## src/rtl/cfg_eng_pkg.sv

```systemverilog
package cfg_eng_pkg;
  localparam int DW     = 32;
  localparam int STAT_W = 3;
  localparam int NWORDS = 4;

  localparam logic [11:0] OFF_HDR0 = 12'h460;
  localparam logic [11:0] OFF_HDR1 = 12'h464;
  localparam logic [11:0] OFF_HDR2 = 12'h468;
  localparam logic [11:0] OFF_WDAT = 12'h470;
  localparam logic [11:0] OFF_CTRL = 12'h488;
  localparam logic [11:0] OFF_RDAT = 12'h48C;

  localparam int GO_BIT  = 0;
  localparam int ST_LSB  = 5;
  localparam int FMT_LSB = 29;

  localparam logic [STAT_W-1:0] ST_OK    = 3'b000;
  localparam logic [STAT_W-1:0] ST_ABORT = 3'b111;
  localparam logic [2:0]        FMT_READ = 3'd0;

  function automatic logic [11:0] word_off(input int idx);
    case (idx)
      0:       return OFF_HDR0;
      1:       return OFF_HDR1;
      2:       return OFF_HDR2;
      default: return OFF_WDAT;
    endcase
  endfunction
endpackage

```

## src/rtl/cfg_regs.sv

```systemverilog
module cfg_regs
  import cfg_eng_pkg::*;
#(
  parameter int ADDR_W = 12
) (
  input  logic                     clk,
  input  logic                     rst,
  input  logic                     we,
  input  logic [ADDR_W-1:0]        addr,
  input  logic [DW-1:0]            wdata,
  input  logic                     busy,
  input  logic [STAT_W-1:0]        status,
  input  logic                     rd_capture,
  input  logic [DW-1:0]            cpl_data,
  output logic [NWORDS-1:0][DW-1:0] words,
  output logic [DW-1:0]            rdata
);
  logic [DW-1:0] rd_q;
  logic [DW-1:0] ctrl_view;

  genvar gi;
  generate
    for (gi = 0; gi < NWORDS; gi++) begin : g_word
      localparam logic [ADDR_W-1:0] MY_OFF = ADDR_W'(word_off(gi));
      always_ff @(posedge clk) begin
        if (rst)                       words[gi] <= '0;
        else if (we && addr == MY_OFF) words[gi] <= wdata;
      end
    end
  endgenerate

  always_ff @(posedge clk) begin
    if (rst)             rd_q <= '0;
    else if (rd_capture) rd_q <= cpl_data;
  end

  always_comb begin
    ctrl_view                          = '0;
    ctrl_view[GO_BIT]                  = busy;
    ctrl_view[ST_LSB +: STAT_W]        = status;
  end

  always_ff @(posedge clk) begin
    if (rst) rdata <= '0;
    else begin
      unique case (addr)
        ADDR_W'(OFF_HDR0): rdata <= words[0];
        ADDR_W'(OFF_HDR1): rdata <= words[1];
        ADDR_W'(OFF_HDR2): rdata <= words[2];
        ADDR_W'(OFF_WDAT): rdata <= words[3];
        ADDR_W'(OFF_CTRL): rdata <= ctrl_view;
        ADDR_W'(OFF_RDAT): rdata <= rd_q;
        default:           rdata <= '0;
      endcase
    end
  end

  // read data moves only on a clean read completion
  assert_rd_update_R7: assert property (@(posedge clk) disable iff (rst)
    !$stable(rd_q) |-> $past(rd_capture));
endmodule

```

## src/rtl/cfg_seq.sv

```systemverilog
module cfg_seq
  import cfg_eng_pkg::*;
#(
  parameter int TIMEOUT_CYCLES = 5_000_000
) (
  input  logic                      clk,
  input  logic                      rst,
  input  logic                      launch_wr,
  input  logic [NWORDS-1:0][DW-1:0] words,
  input  logic                      req_ready,
  input  logic                      cpl_valid,
  input  logic [STAT_W-1:0]         cpl_status,
  output logic                      busy,
  output logic [STAT_W-1:0]         status,
  output logic                      req_valid,
  output logic [NWORDS-1:0][DW-1:0] snap,
  output logic                      rd_capture
);
  localparam int CNT_W = $clog2(TIMEOUT_CYCLES + 1);
  localparam logic [CNT_W-1:0] CNT_LAST = CNT_W'(TIMEOUT_CYCLES - 1);

  logic [CNT_W-1:0] age;
  logic             is_read;
  logic             done;

  assign done       = busy && !req_valid && cpl_valid;
  assign rd_capture = done && is_read && (cpl_status == ST_OK);

  always_ff @(posedge clk) begin
    if (rst) begin
      busy      <= 1'b0;
      status    <= ST_OK;
      req_valid <= 1'b0;
      snap      <= '0;
      is_read   <= 1'b0;
      age       <= '0;
    end else if (!busy && launch_wr) begin
      busy      <= 1'b1;
      status    <= ST_OK;
      req_valid <= 1'b1;
      snap      <= words;
      is_read   <= (words[0][FMT_LSB +: 3] == FMT_READ);
      age       <= '0;
    end else if (busy) begin
      if (req_valid && req_ready) req_valid <= 1'b0;
      if (done) begin
        busy   <= 1'b0;
        status <= cpl_status;
      end else if (age == CNT_LAST) begin
        busy      <= 1'b0;
        req_valid <= 1'b0;
        status    <= ST_ABORT;
      end else begin
        age <= age + 1'b1;
      end
    end
  end

  // an unaccepted request stays up with stable contents
  assert_hold_R4: assert property (@(posedge clk) disable iff (rst)
    (req_valid && !req_ready && age != CNT_LAST) |=> (req_valid && $stable(snap)));
  // one accepted handshake per start
  assert_single_R4: assert property (@(posedge clk) disable iff (rst)
    (req_valid && req_ready) |=> !req_valid);
  // valid only while a request is pending
  assert_valid_busy_R3: assert property (@(posedge clk) disable iff (rst)
    req_valid |-> busy);
  // a start clears the status
  assert_status_clear_R3: assert property (@(posedge clk) disable iff (rst)
    $rose(busy) |-> (status == ST_OK));
  // pending ends without completion only by abort
  assert_abort_R8: assert property (@(posedge clk) disable iff (rst)
    ($fell(busy) && !$past(cpl_valid)) |-> (status == ST_ABORT));
endmodule

```

## src/rtl/cfg_req_engine.sv

```systemverilog
module cfg_req_engine
  import cfg_eng_pkg::*;
#(
  parameter int ADDR_W         = 12,
  parameter int TIMEOUT_CYCLES = 5_000_000
) (
  input  logic              clk,
  input  logic              rst,
  input  logic              reg_we,
  input  logic [ADDR_W-1:0] reg_addr,
  input  logic [31:0]       reg_wdata,
  output logic [31:0]       reg_rdata,
  output logic              req_valid,
  input  logic              req_ready,
  output logic [31:0]       req_hdr0,
  output logic [31:0]       req_hdr1,
  output logic [31:0]       req_hdr2,
  output logic [31:0]       req_data,
  input  logic              cpl_valid,
  input  logic [2:0]        cpl_status,
  input  logic [31:0]       cpl_data
);
  logic [NWORDS-1:0][DW-1:0] words;
  logic [NWORDS-1:0][DW-1:0] snap;
  logic                      busy;
  logic [STAT_W-1:0]         status;
  logic                      rd_capture;
  logic                      launch_wr;

  assign launch_wr = reg_we && (reg_addr == ADDR_W'(OFF_CTRL)) && reg_wdata[GO_BIT];

  cfg_regs #(.ADDR_W(ADDR_W)) u_regs (
    .clk        (clk),
    .rst        (rst),
    .we         (reg_we),
    .addr       (reg_addr),
    .wdata      (reg_wdata),
    .busy       (busy),
    .status     (status),
    .rd_capture (rd_capture),
    .cpl_data   (cpl_data),
    .words      (words),
    .rdata      (reg_rdata)
  );

  cfg_seq #(.TIMEOUT_CYCLES(TIMEOUT_CYCLES)) u_seq (
    .clk        (clk),
    .rst        (rst),
    .launch_wr  (launch_wr),
    .words      (words),
    .req_ready  (req_ready),
    .cpl_valid  (cpl_valid),
    .cpl_status (cpl_status),
    .busy       (busy),
    .status     (status),
    .req_valid  (req_valid),
    .snap       (snap),
    .rd_capture (rd_capture)
  );

  assign req_hdr0 = snap[0];
  assign req_hdr1 = snap[1];
  assign req_hdr2 = snap[2];
  assign req_data = snap[3];
endmodule

```

## config.mk

```make
export PLATFORM = sky130hd
export DESIGN_NAME = cfg_req_engine
export DESIGN_NICKNAME = d
export VERILOG_FILES = /design/src/rtl/cfg_eng_pkg.sv /design/src/rtl/cfg_regs.sv /design/src/rtl/cfg_seq.sv /design/src/rtl/cfg_req_engine.sv
export SDC_FILE = /design/constraint.sdc
export NUM_CORES = 1
export LEC_CHECK = 0
export ABC_AREA = 1
export BUFFER_PORTS_ARGS = -buffer_cell sky130_fd_sc_hd__buf_2
export CORE_AREA = 8 8 212 214
export CTS_CLUSTER_DIAMETER = 40
export CTS_CLUSTER_SIZE = 28
export DETAILED_ROUTE_END_ITERATION = 6
export DIE_AREA = 0 0 220 222
export PLACE_DENSITY = 0.61
export SYNTH_ARGS = -nofsm -noshare
export SYNTH_HDL_FRONTEND = slang
export SYNTH_HIERARCHICAL = 1
export SYNTH_SLANG_ARGS = --single-unit
```

## constraint.sdc

```tcl
create_clock -name clk -period 3.15 [get_ports clk]
set_input_delay 0.63 -clock clk [delete_from_list [all_inputs] [get_ports clk]]
set_output_delay 0.63 -clock clk [all_outputs]
set_load 0.03 [all_outputs]
```

; Word-level counts from Yosys, hierarchy flattened
; Index checks and enable logic that the tools add are counted.
[classes]
reduce_logical = 21
eq_ne = 7
mux = 12
n_bitwise = 2
n_addsub = 1
[ops]
columns = operator, n
row1 = 32-bit case mux with 6 select lines, 1
row2 = "12-bit by 11-bit == test with 1-bit output, second input constant", 6
row3 = "23-bit by 1-bit adder with 23-bit output, second input constant", 1
row4 = "23-bit == test, second input constant", 1
row5 = 1-bit logical AND, 12
row6 = 1-bit two-way mux, 9
row7 = 3-bit logical NOT, 2
row8 = 3-bit two-way mux, 2
row9 = 2-bit nonzero test, 2
row10 = 3-bit AND reduction, 1
row11 = 1-bit logical NOT, 2
row12 = 1-bit inverter, 2
row13 = 2-bit AND reduction, 1
row14 = 2-bit OR reduction, 1
[totals]
wordCells = 58
register_bits = 349
output_inout_bits = 161
inputBits = 84

; Logic depth before layout (Yosys ltp)
; Gate-level depths: netlist of the first run.
[depth]
ltp_word = 6
mapped_depth = 12
mapped_depth_nobuf = 10

; Cells and area by module
; Netlist of the first run, hierarchy kept.
[by_module_without_submodules]
columns = module, area_per_inst_um2, instances, cells_each
row1 = cfg_regs, 7960.1, 1, 1086
row2 = cfg_seq, 6256.0, 1, 842
row3 = cfg_req_engine, 67.6, 1, 17

; Least setup slack after synthesis of the first run
; Ideal clock, no wire load.
[synth_timing]
path_kind = in2reg
from = input cpl_valid
to = register u_regs.rd_q[25]
slack_ns = 0.809
setup_time_ns = 0.116
path_buffers = 3
path_stages = 11
arrival_ns = 2.226
path_cell_list = nand2_1 > nor2_1 > inv_1 > buf_4 > or2_2 > nor4_2 > clkbuf_1 > clkinv_1 > clkbuf_1 > nor2_1 > nor2_1
[synth_between]
elab_chain_len = 3
[synth_lines]
columns = element, line
row1 = start: declaration, cfg_req_engine.sv:19  ; input logic cpl_valid,
row2 = 1-bit logical AND, cfg_seq.sv:26  ; assign done = busy && !req_valid && cpl_valid;
row3 = 1-bit logical AND (2 in series), cfg_seq.sv:27  ; assign rd_capture = done && is_read && (cpl_status == ST_OK);
row4 = named net rd_capture, cfg_req_engine.sv:27  ; logic rd_capture;
row5 = end signal: assignment, cfg_regs.sv:34  ; else if (rd_capture) rd_q <= cpl_data;
row6 = end: declaration, cfg_regs.sv:18  ; logic [DW-1:0] rd_q;
; The timed path passes the listed nets, and every way through them passes these cells.
; A chain may end at the register's enable or synchronous reset.

; Worst setup path after layout of the first run
[layout_timing]
from = register u_seq.busy
to = register u_regs.rd_q[16]
[layout_between]
elab_chain_len = 4
[layout_lines]
columns = element, line
row1 = start: declaration, cfg_seq.sv:13  ; output logic busy,
row2 = start signal: assignment, cfg_seq.sv:31  ; busy <= 1'b0;
row3 = start signal: assignment, cfg_seq.sv:38  ; busy <= 1'b1;
row4 = start signal: assignment, cfg_seq.sv:47  ; busy <= 1'b0;
row5 = 1-bit logical AND (2 in series), cfg_seq.sv:26
row6 = 1-bit logical AND (2 in series), cfg_seq.sv:27
row7 = named net rd_capture, cfg_req_engine.sv:27
; The timed path passes the listed nets, and every way through them passes these cells.

==> impl_results.md, run 1 <==
* Status: finished clean
* Setup violators final at 0
* Full die area at slightly below 50,000 µm²
* Total congestion overflow at 0
* Count of cell types in the netlist at 37
* Avg Inst Size Synth at ~7.3 µm²
* Vias at approximately 14,000
* RSZ-0062 raised after global routing: false
* Die Ht at ~220 µm
* Share of layout cells above drive strength 1 at around a fifth
* Final Cycle Share at a little under two thirds
* Routed len/inst at between 15 and 20 µm
* Leakage power at 7.14 nW
* Met3 Use GR at between 6 and 7%
* Cell area after synthesis at 14,300 µm²
* Power share of the combinational group at 3.0%
* Met1 Use GR at between 20% and 30%
* Initial Util at between 30% and 40%
* DRT Wirelength at approximately 50 mm
* Starting DRT DRC Count at between 1,000 and 1,500
* GRT Total Usage at 20.3%
* Longest Clk Path Bufs at 3
* Crit path kind: reg2reg
* Met2 Usage GRT at between 20 and 30%
* Peak VDD IR at around 0.34 mV
* DP HPWL at approximately 37 mm
* Remaining routing DRC violations at 0
* Mapped Nets at 2,030
* Clock power frac at between 50% and 60%
* Largest net degree at the start of global routing at 121
* Cell area power density at 599 nW/µm²
* Root Buffer: clkbuf_16
* Worst relative slew slack at 58.4%
* Clock transition at path regs at ~0.06 ns
* Routability cong. at 0.880
* Hold_buf cts at 0
* Crit-path max FO at 36
* First-pass GRT wire length at just under 80 mm
* Number of global-route vias before repair at about 13,000
* Final hold vios at 0
* Initial antenna violation count at 12
* Setup_tns at 0 ns
* Hold Path Class: in2reg
* I/O Pins at 245
* Max Slew Vio Count at 0
* Critical path arrival at 2.46 ns
* Crit start category: flop
* CTS tree: built
* Tightest Pin Transition at approximately 0.62 ns
* Int Pwr at between 0.008 and 0.009 W
* Layout net count at ~2,200
* CTS Buf Count at a little under 50
* CTS Sinks at about 350
* Seq pwr share at between 40% and 50%
* Drt first pass iters at 6
* Post-synthesis sequential area ratio at ~50%
* Remaining antenna violation count after routing at 0
* Layout area overhead at 23.2%
* I/O Buffers at 244
* Setup bufs post-CTS at 0
* Fin Hold WS at 0.282 ns
* H-tree levels at 2
* NetSw at 0.00248 W
* Max Clock Freq at 501 MHz
* Number of synthesized register bits at about 350
* Switching Share at a little under a quarter
* Critical Path RT at roughly 3.6 ns
* Crit path capture type: flop
* Yosys warns at 6
* Clk_lat worst skew at slightly below 0.6 ns
* DR vias/cell at about 5
* GR peak layer: met1
* Max Cap Viol at 0
* Worst Skew at 0.0210 ns
* Die Width at between 200 and 250 µm
* Site Rows at between 70 and 80
* Core area at just over 40,000 µm²
* Syn Inst Count at just under 2,000
* Min Tclk post-route at around 2.0 ns
* Cts repair resizes at 0
-- synthesized netlist by cell type (all sizes together) --
| cell type | count | area (µm²) |
|---|---|---|
| nand2 | 200 | 808 |
| a21oi | 111 | 627 |
| o21ai | 321 | 1620 |
| xnor2 | 4 | 35.0 |
| or2 | 1 | 6.26 |
| o22ai | 1 | 6.26 |
| xor2 | 8 | 70.1 |
| nand4 | 29 | 181 |
| nand3 | 113 | 626 |
| nor4 | 1 | 12.5 |
| clkinv | 4 | 16.3 |
| nand3b | 1 | 7.51 |
| nor2 | 577 | 2260 |
| buf | 54 | 362 |
| clkbuf | 70 | 268 |
| ha | 1 | 12.5 |
| dfxtp | 349 | 6990 |
| inv | 99 | 372 |
| a211oi | 1 | 7.51 |
-- worst paths after layout --
check / startpoint / endpoint / slack, ns / depth (start not counted)
setup / recovery: u_seq/busy / u_regs/rd_q[16] / 1.15 / 9
hold / removal: cpl_data[26] / u_regs/rd_q[26] / 0.28 / 3
setup reg to reg: u_seq/busy / u_regs/rd_q[16] / 1.15 / 9
hold reg to reg: u_regs/rd_q[16] / u_regs/rd_q[16] / 0.45 / 2
-- metal layers --
metal / wire (µm) / vias up
met5: 80 / -
met4: 1230 / 12
met3: 4530 / 84
met2: 20800 / 528
met1: 24600 / 6317
li1: - / 6731
-- sequential cells by signal, summed over array words and instances (netlist names) --
register	count
u_seq/req_valid	1
u_seq/snap	128
u_regs/rd_q	32
u_regs/rdata	32
u_seq/busy	1
u_seq/age	23
u_regs/words	128
u_seq/status	3
u_seq/is_read	1
-- per-stage QoR --
| step | cell area, µm² | util (%) | total power [W] | worst slack, ns | instances |
|---|---|---|---|---|---|
| after floorplan | 14300 | - | 0.00467 | 0.809 | 1945 |
| after global placement | 15900 | 38.2 | 0.00482 | 0.773 | 2635 |
| after detailed placement | 15900 | 38.2 | 0.00483 | 0.772 | 2635 |
| after CTS | 17600 | 42.4 | 0.0106 | 1.14 | 2725 |
| after global routing | 17600 | 42.4 | 0.0109 | 0.949 | 2727 |
| final | 17600 | 42.4 | 0.0105 | 1.15 | 2730 |
-- layout make-up --
type	count	area (µm²)
fillers	4241	23900
well taps	539	674
inverters	103	392
clock inverters	37	474
diodes	5	12.5
flip-flops and latches	349	6990
multi-input cells	1369	6300
repair buffers	275	1500
clock buffers	53	1260
-- critical path, cell delays in order, from the launching register on --
cell and delay [ns]:
dfxtp_1 0.34, nand2_1 0.05, nor2_1 0.08, inv_1 0.19, or2_2 0.38, nor4_4 0.22, clkinv_1 0.11, buf_4 0.26
o21ai_0 0.20, a21oi_1 0.05
-- logic make-up after synthesis --
logic type               Yosys count  share of synthesized area, %
adder cells (fa/ha/maj)            1                        0.0876
AO/OA/AOI/OAI                    434                          15.8
XOR/XNOR                          12                         0.736
AND/OR/NAND/NOR                  922                          27.3
flip-flops                       349                          48.9
buffers and inverters            227                          7.12
-- cells in the final DEF (no fill, tap or decap), drive strengths merged, types with 8 or more instances in the layout --
master  Yosys  routed
a21oi     111     111
buf        54     275
inv        99     113
clkinv      4      16
o21ai     321     321
dfxtp     349     349
nand3     113     113
nor2      577     577
clkbuf     70      53
nand2     200     200
nand4      29      29
xor2        8       8
-- power by group through the flow --
stage          logic (W)  registers [W]  clock network (W)
2_1_floorplan   0.000155        0.00451                  0
3_3_place_gp    0.000310        0.00451                  0
3_5_place_dp    0.000315        0.00451                  0
4_1_cts         0.000317        0.00441            0.00590
5_1_grt         0.000351        0.00441            0.00610
6_report        0.000321        0.00442            0.00581
Note: power is estimated with default switching activity, not from simulation.
==> run 2, diff against run 1 <==
--- a/config.mk
+++ b/config.mk
@@ -5,14 +5,14 @@
 export SDC_FILE = /design/constraint.sdc
 export NUM_CORES = 1
 export LEC_CHECK = 0
-export ABC_AREA = 1
+export ABC_AREA = 0
 export BUFFER_PORTS_ARGS = -buffer_cell sky130_fd_sc_hd__buf_2
-export CORE_AREA = 8 8 212 214
+export CORE_AREA = 8 8 207 209
 export CTS_CLUSTER_DIAMETER = 40
 export CTS_CLUSTER_SIZE = 28
 export DETAILED_ROUTE_END_ITERATION = 6
-export DIE_AREA = 0 0 220 222
-export PLACE_DENSITY = 0.61
+export DIE_AREA = 0 0 215 217
+export PLACE_DENSITY = 0.64
 export SYNTH_ARGS = -nofsm -noshare
 export SYNTH_HDL_FRONTEND = slang
 export SYNTH_HIERARCHICAL = 1
==> constraint.sdc (replaced) <==
create_clock -name clk -period 1.8 [get_ports clk]
set_input_delay 0.36 -clock clk [delete_from_list [all_inputs] [get_ports clk]]
set_output_delay 0.36 -clock clk [all_outputs]
set_load 0.03 [all_outputs]
==> run 2 against run 1 <==
  * The run now ends with negative setup slack left
  * Maximum frequency rose by 4.6%
  * Worst setup slack got worse by 1.3 ns
  * Sequential cell count did not move
  * Register-to-register slack got worse by 1.3 ns
  * Global-route usage fell by 1.6 points
  * Area after synthesis is 4.8% lower
  * Final cell count decreased by 12%
  * Sequential power is 75% higher
  * Count of clock-buffer cells in the layout grew 12
  * Core utilization rose by 3.8 points
  * Non-clock buffer count grew 90
  * Synthesized cell count fell by 21%
  * Largest cell class unchanged
==> impl_results.md, run 2 <==
* CP Cell Sequence: ha_4 > nand3_4 > or4_4 > buf_6 > o21ai_4 > buf_12 > buf_6 > o21ai_4 > a21oi_2
* Layout area overhead at 34.1%
* Max Cap Viol at 0 (unchanged)
* Synth top cells by count: dfxtp_1, nand2_1, nor2_1
* Cell area power density at 1020 nW/µm² (+70%)
* Count of cell types in the netlist at 59 (+59%)
* Mapped Nets at 1,612 (-21%)
* Routed len/inst at 19.2 µm (+2.5%)
* Total congestion overflow at 0 (unchanged)
* Yosys warns at 6 (unchanged)
* CTS Sinks at 349 (unchanged)
* First-pass GRT wire length at 69.9 mm (-11%)
* Largest net degree at the start of global routing at 109 (-9.9%)
* Critical Path RT at 2.31 ns (-1.30 ns)
* Post-synth EDFFs at 0 (unchanged)
* Full die area at 46,700 µm² (-4.5%)
* DP HPWL at 32.9 mm (-12%)
* Tightest Pin Transition at 1.01 ns (+0.382 ns)
* Setup slack on the worst flop-to-flop path at -0.11 ns (-1.26 ns)
* Min Tclk post-route at 1.91 ns (-0.0887 ns)
* Max Clock Freq at 524 MHz (+4.6%)
* Share of Yosys cell area claimed by the top area cell type at 51.4% (+2.5 points)
* Crit-path max FO at 8 (-78%)
* Crit start category: flop
* H-tree levels at 2 (unchanged)
* Die Width at 215 µm (-2.3%)
* Drt first pass iters at 6 (unchanged)
* Avg Inst Size Synth at 8.90 µm² (+21%)
* Largest cells by area after synthesis: dfxtp_1, mux2i_1, nand2_1
* Max Slew Vio Count at 0 (unchanged)
* Core area at 39,500 µm² (-4.9%)
* Post-synthesis sequential area ratio at 51.4% (+2.5 points)
* RSZ-0062 raised after global routing: true
* Share of layout cells above drive strength 1 at 26.7% (+7.0 points)
* Crit-path slowest cell: or4_4
* Crit path capture type: flop
* Final Cycle Share at 106% (+43 points)
* Routability cong. at 0.860 (-2.3%)
* R2R Path Start: u_seq/age[0]
* GRT Total Usage at 18.7% (-1.6 points)
* Final hold vios at 0 (unchanged)
* Top FF cell, synth: dfxtp_1
* Status: finished with violations
* R2R depth at 9 (unchanged)
* Clk_lat worst skew at 0.57 ns (-0.02 ns)
* Setup_tns at -0.933 ns (-0.933 ns)
* Critical Path Max Stage Delay at 0.49 ns (+0.11 ns)
* I/O Pins at 245 (unchanged)
* Number of synthesized register bits at 349 (unchanged)
* Clock transition at path regs at 0.06 ns (about the same)
* Worst relative slew slack at 32.6% (-26 points)
* Setup violators final at 15 (+15)
* Largest registers: u_regs/words (128), u_seq/snap (128)
* CTS Buf Count at 52 (+6.1%)
* Min-Delay Startpoint: cpl_data[25]
* Most common cell after layout, fill and taps aside: dfxtp_1
* Site Rows at 73 (-2.7%)
* CTS tree: built
* DR vias/cell at 5.09 (+1.6%)
* Crit path kind: reg2reg
* Remaining antenna violation count after routing at 0 (unchanged)
* Largest area contributor in the netlist: dfxtp_1
* Initial Util at 34.5% (about the same)
* Syn Inst Count at 1,527 (-21%)
* Layout net count at 1,916 (-14%)
* Slack of the critical path at -0.109 ns (-1.26 ns)
* Failing checks: negative setup slack
* Leakage power at 7.50 nW (+5.0%)
* R2R Path End: u_seq/age[8]
* Remaining routing DRC violations at 0 (unchanged)
* Initial antenna violation count at 15 (+3)
* Worst Skew at 0.0132 ns (-0.00778 ns)
* DRT Wirelength at 46.2 mm (-9.8%)
* Cell area after synthesis at 13,600 µm² (-4.8%)
* I/O Buffers at 244 (unchanged)
* Hold Path Class: in2reg
* Critical path arrival at 2.42 ns (-0.04 ns)
* Most frequent cell after synthesis: dfxtp_1
* DP Worst Slack at -0.429 ns (-1.20 ns)
* Number of global-route vias before repair at 12,249 (-4.6%)
* Vias at 12,229 (-11%)
* Longest Clk Path Bufs at 3 (unchanged)
* Post-synth ARST share at 0% (unchanged)
* Die Ht at 217 µm (-2.3%)
* Sink of the worst hold path: u_regs/rd_q[25]
* Root Buffer: clkbuf_16
* Peak VDD IR at 0.658 mV (+93%)
* Worst Hold Depth at 3 (unchanged)
* Starting DRT DRC Count at 1,059 (-13%)
* Commonest cells after routing, fill and taps aside: dfxtp_1, nand2_1, buf_2, nor2_1, a21oi_1
## run 2: worst max-delay path by stage
stage	slack, ns	end	cells past startpoint	from
after CTS	-0.14	u_seq/age[8]	9	u_seq/age[0]
after global placement	-0.29	u_regs/words[108]	6	reg_addr[9]
after floorplan	-0.09	u_regs/words[100]	6	reg_addr[9]
after detailed placement	-0.43	u_seq/age[14]	7	reg_addr[3]
after global routing	-0.16	u_seq/age[16]	5	u_seq/busy
final	-0.11	u_seq/age[8]	9	u_seq/age[0]
## run 2: power breakdown
part / switching, W / total, W / internal, W / leakage (nW)
Combinational: 0.000317 / 0.000499 / 0.000183 / 3.81
Sequential: 0.000000277 / 0.00773 / 0.00773 / 2.81
Clock: 0.00384 / 0.0103 / 0.00651 / 0.877
## run 2: worst max-delay path, delay by kind of cell, from the launching register on
family                     cells  cell delay (ns)
AOI/OAI and AO/OA              3             0.38
and+or+nand+nor                2             0.56
DFF                            1             0.35
buffers and inverters          3             0.40
adders and majority gates      1             0.14
## run 2: what timing repair did
item / in CTS / in global routing
pin swaps: 6 / 12
hold buffers: 8 / 0
gates resized for setup: 9 / 25
buffers inserted: 2 / 3
hold endpoints to repair: 8 / 0
cloned: 1 / 1
setup endpoints to repair: 16 / 32
## run 2: cells by family (layout without fill, tap and decap cells)
family                   Yosys count  after routing  share of synthesized area (%)
adder cells (fa/ha/maj)            1              1                         0.0920
buffers and inverters            117            461                           3.80
other                              0              7                              0
XOR/XNOR                          11             11                          0.764
AND/OR/NAND/NOR                  600            600                           18.7
multiplexers                     160            160                           11.8
AO/OA/AOI/OAI                    289            289                           13.4
flip-flops                       349            349                           51.4
## run 2: per-layer routing
layer	global-route usage, %	part of all wire (%)
met1	22.7	42
met2	30.3	47
met3	5.42	7.3
met4	9.12	3.9
met5	0	0.22
## run 2: final cells by class
class	instances	area, µm²
Fill cell	3862	21200
Clock buffer	65	1450
Tap cell	525	657
Clock inverter	29	348
Antenna cell	7	17.5
Timing Repair Buffer	365	2450
Inverter	2	7.51
Multi-Input combinational cell	1061	6310
Sequential cell	349	6990
## run 2: through the flow
stage                     cell area [µm²]  hold slack, ns  utilization [%]  cells  total power (W)
final                               18200          0.0427             46.2   2403           0.0186
after global routing                18200          0.0204             46.2   2403           0.0191
after CTS                           18100        0.000707             45.8   2392           0.0187
after detailed placement            16100           0.445             40.9   2287          0.00837
after global placement              16100           0.441             40.9   2287          0.00837
after floorplan                     13700           0.432                -   1527          0.00809
==> run 3, diff against run 2 <==
--- a/config.mk
+++ b/config.mk
@@ -13,6 +13,7 @@
 export DETAILED_ROUTE_END_ITERATION = 6
 export DIE_AREA = 0 0 215 217
 export PLACE_DENSITY = 0.64
+export SKIP_CTS_REPAIR_TIMING = 1
 export SYNTH_ARGS = -nofsm -noshare
 export SYNTH_HDL_FRONTEND = slang
 export SYNTH_HIERARCHICAL = 1
==> run 3 against run 2 <==
  * Design area is 0.89% lower
  * Register-to-register slack got worse by 0.03 ns
  * Maximum frequency is 1.4% lower
  * Sequential power barely moved
  * Combinational power decreased by 3%
  * Critical path type unchanged
  * Final cell count shrank 0.42%
  * Non-clock buffer count down 10
  * Clock power about the same
  * The flow still finishes with violations (negative setup slack)
  * Hold slack got worse by 0.013 ns
  * Wire length decreased by 0.37%
  * Global-route usage down 0.062 points
==> impl_results.md, run 3 (same netlist as run 2, synthesis figures left out) <==
* RSZ-0062 raised after global routing: true
* Layout area overhead at 32.9%
* CTS tree: built
* Fill count at 3,879 (+0.44%)
* Commonest cells after routing, fill and taps aside: dfxtp_1, nand2_1, buf_2, nor2_1, a21oi_1
* Max Cap Viol at 0 (unchanged)
* Crit path capture type: flop
* Routability cong. at 0.860 (unchanged)
* Worst relative slew slack at 42.7% (+10 points)
* Crit path kind: reg2reg
* Hold Path Class: in2reg
* Most common cell after layout, fill and taps aside: dfxtp_1
* Total congestion overflow at 0 (unchanged)
* Critical Path RT at 2.26 ns (-0.05 ns)
* Max Clock Freq at 516 MHz (-1.4%)
* Remaining antenna violation count after routing at 0 (unchanged)
* I/O Buffers at 244 (unchanged)
* Min-Delay Startpoint: cpl_data[15]
* Clk_lat worst skew at 0.57 ns (about the same)
* H-tree levels at 2 (unchanged)
* Setup violators final at 13 (-2)
* I/O Pins at 245 (unchanged)
* Critical path arrival at 2.39 ns (-0.03 ns)
* CTS Sinks at 349 (unchanged)
* DRT Wirelength at 46.0 mm (-0.37%)
* Crit-path max FO at 8 (unchanged)
* Clock transition at path regs at 0.05 ns (about the same)
* Min Tclk post-route at 1.94 ns (+0.0277 ns)
* Share of layout cells above drive strength 1 at 26.3% (-0.45 points)
* Longest Clk Path Bufs at 3 (unchanged)
* Initial Util at 34.5% (unchanged)
* Largest registers: u_regs/words (128), u_seq/snap (128)
* Setup_tns at -1.12 ns (-0.188 ns)
* Fin util at 45.8% (-0.41 points)
* Tightest Pin Transition at 0.857 ns (-0.150 ns)
* Largest net degree at the start of global routing at 109 (unchanged)
* Peak VDD IR at 0.657 mV (-0.13%)
* Failing checks: negative setup slack
* Die Width at 215 µm (unchanged)
* Site Rows at 73 (unchanged)
* GRT Total Usage at 18.7% (-0.062 points)
* First-pass GRT wire length at 69.6 mm (-0.38%)
* Worst Skew at 0.0127 ns (-0.000513 ns)
* Slack of the critical path at -0.136 ns (-0.0277 ns)
* Starting DRT DRC Count at 979 (-7.6%)
* Worst Setup SP: u_seq/age[0]
* Remaining routing DRC violations at 0 (unchanged)
* Drt first pass iters at 5 (-1)
* Initial antenna violation count at 15 (unchanged)
* DP HPWL at 32.9 mm (unchanged)
* CTS Buf Count at 52 (unchanged)
* Max Slew Vio Count at 0 (unchanged)
* Die Ht at 217 µm (unchanged)
* Setup slack on the worst flop-to-flop path at -0.14 ns (-0.03 ns)
* Status: finished with violations
* Root Buffer: clkbuf_16
* Core area at 39,500 µm² (unchanged)
* Crit start category: flop
* Vias at 12,109 (-0.98%)
* Leakage power at 7.44 nW (-0.82%)
* Routed len/inst at 19.2 µm (about the same)
* Cell area power density at 1030 nW/µm² (+0.75%)
* R2R Path Start: u_seq/age[0]
* Final Cycle Share at 108% (+1.5 points)
* Layout net count at 1,906 (-0.52%)
* DR vias/cell at 5.06 (-0.57%)
* Number of global-route vias before repair at 12,197 (-0.42%)
* Final hold vios at 0 (unchanged)
* Full die area at 46,700 µm² (unchanged)
==> run 3: worst max-delay path, stage by stage (launching register included) <==
cell and delay, ns:
dfxtp_4 0.35, ha_4 0.14, nand3_4 0.07, or4_4 0.50, buf_6 0.14, o21ai_4 0.23, buf_12 0.16, o311ai_1 0.11
o41ai_1 0.12
==> run 3: metrics by stage <==
| stage | std cells | power (W) | setup slack [ns] | hold slack, ns | cell area, µm² |
|---|---|---|---|---|---|
| 6_report | 2393 | 0.0185 | -0.136 | 0.0300 | 18100 |
| 3_5_place_dp | 2287 | 0.00837 | -0.429 | 0.445 | 16100 |
| 5_1_grt | 2393 | 0.0191 | -0.176 | 0.0182 | 18100 |
| 2_1_floorplan | 1527 | 0.00809 | -0.0931 | 0.432 | 13700 |
| 3_3_place_gp | 2287 | 0.00837 | -0.295 | 0.441 | 16100 |
| 4_1_cts | 2381 | 0.0187 | -0.167 | -0.00642 | 17900 |
==> run 3: layout make-up <==
type	count	area, µm²	share of cell area [%]
flip-flops and latches	349	6990	38.7
multi-input cells	1061	6250	34.6
repair buffers	355	2350	13.0
clock buffers	65	1450	8.03
well taps	525	657	3.63
clock inverters	29	348	1.92
diodes	7	17.5	0.0969
inverters	2	7.51	0.0415
==> run 3: worst paths after layout <==
path                            depth (start not counted)               to
worst max-delay path                                    8    u_seq/age[14]
worst min-delay path                                    3  u_regs/rd_q[15]
worst max register to register                          8    u_seq/age[14]
worst min register to register                          2    u_seq/snap[1]
==> run 3: layer usage <==
metal | vias to the layer above | routed length, µm | global-route usage, %
met2 | 355 | 21600 | 30.2
met3 | 113 | 3130 | 5.40
met1 | 5804 | 19400 | 22.7
met5 | - | 96 | 0
li1 | 5821 | - | -
met4 | 16 | 1760 | 9.12
==> run 3: power by group <==
group / switching [W] / internal [W]
combinational: 0.000314 / 0.000171
sequential: 0.000000275 / 0.00773
clock: 0.00382 / 0.00651
total: 0.00414 / 0.0144
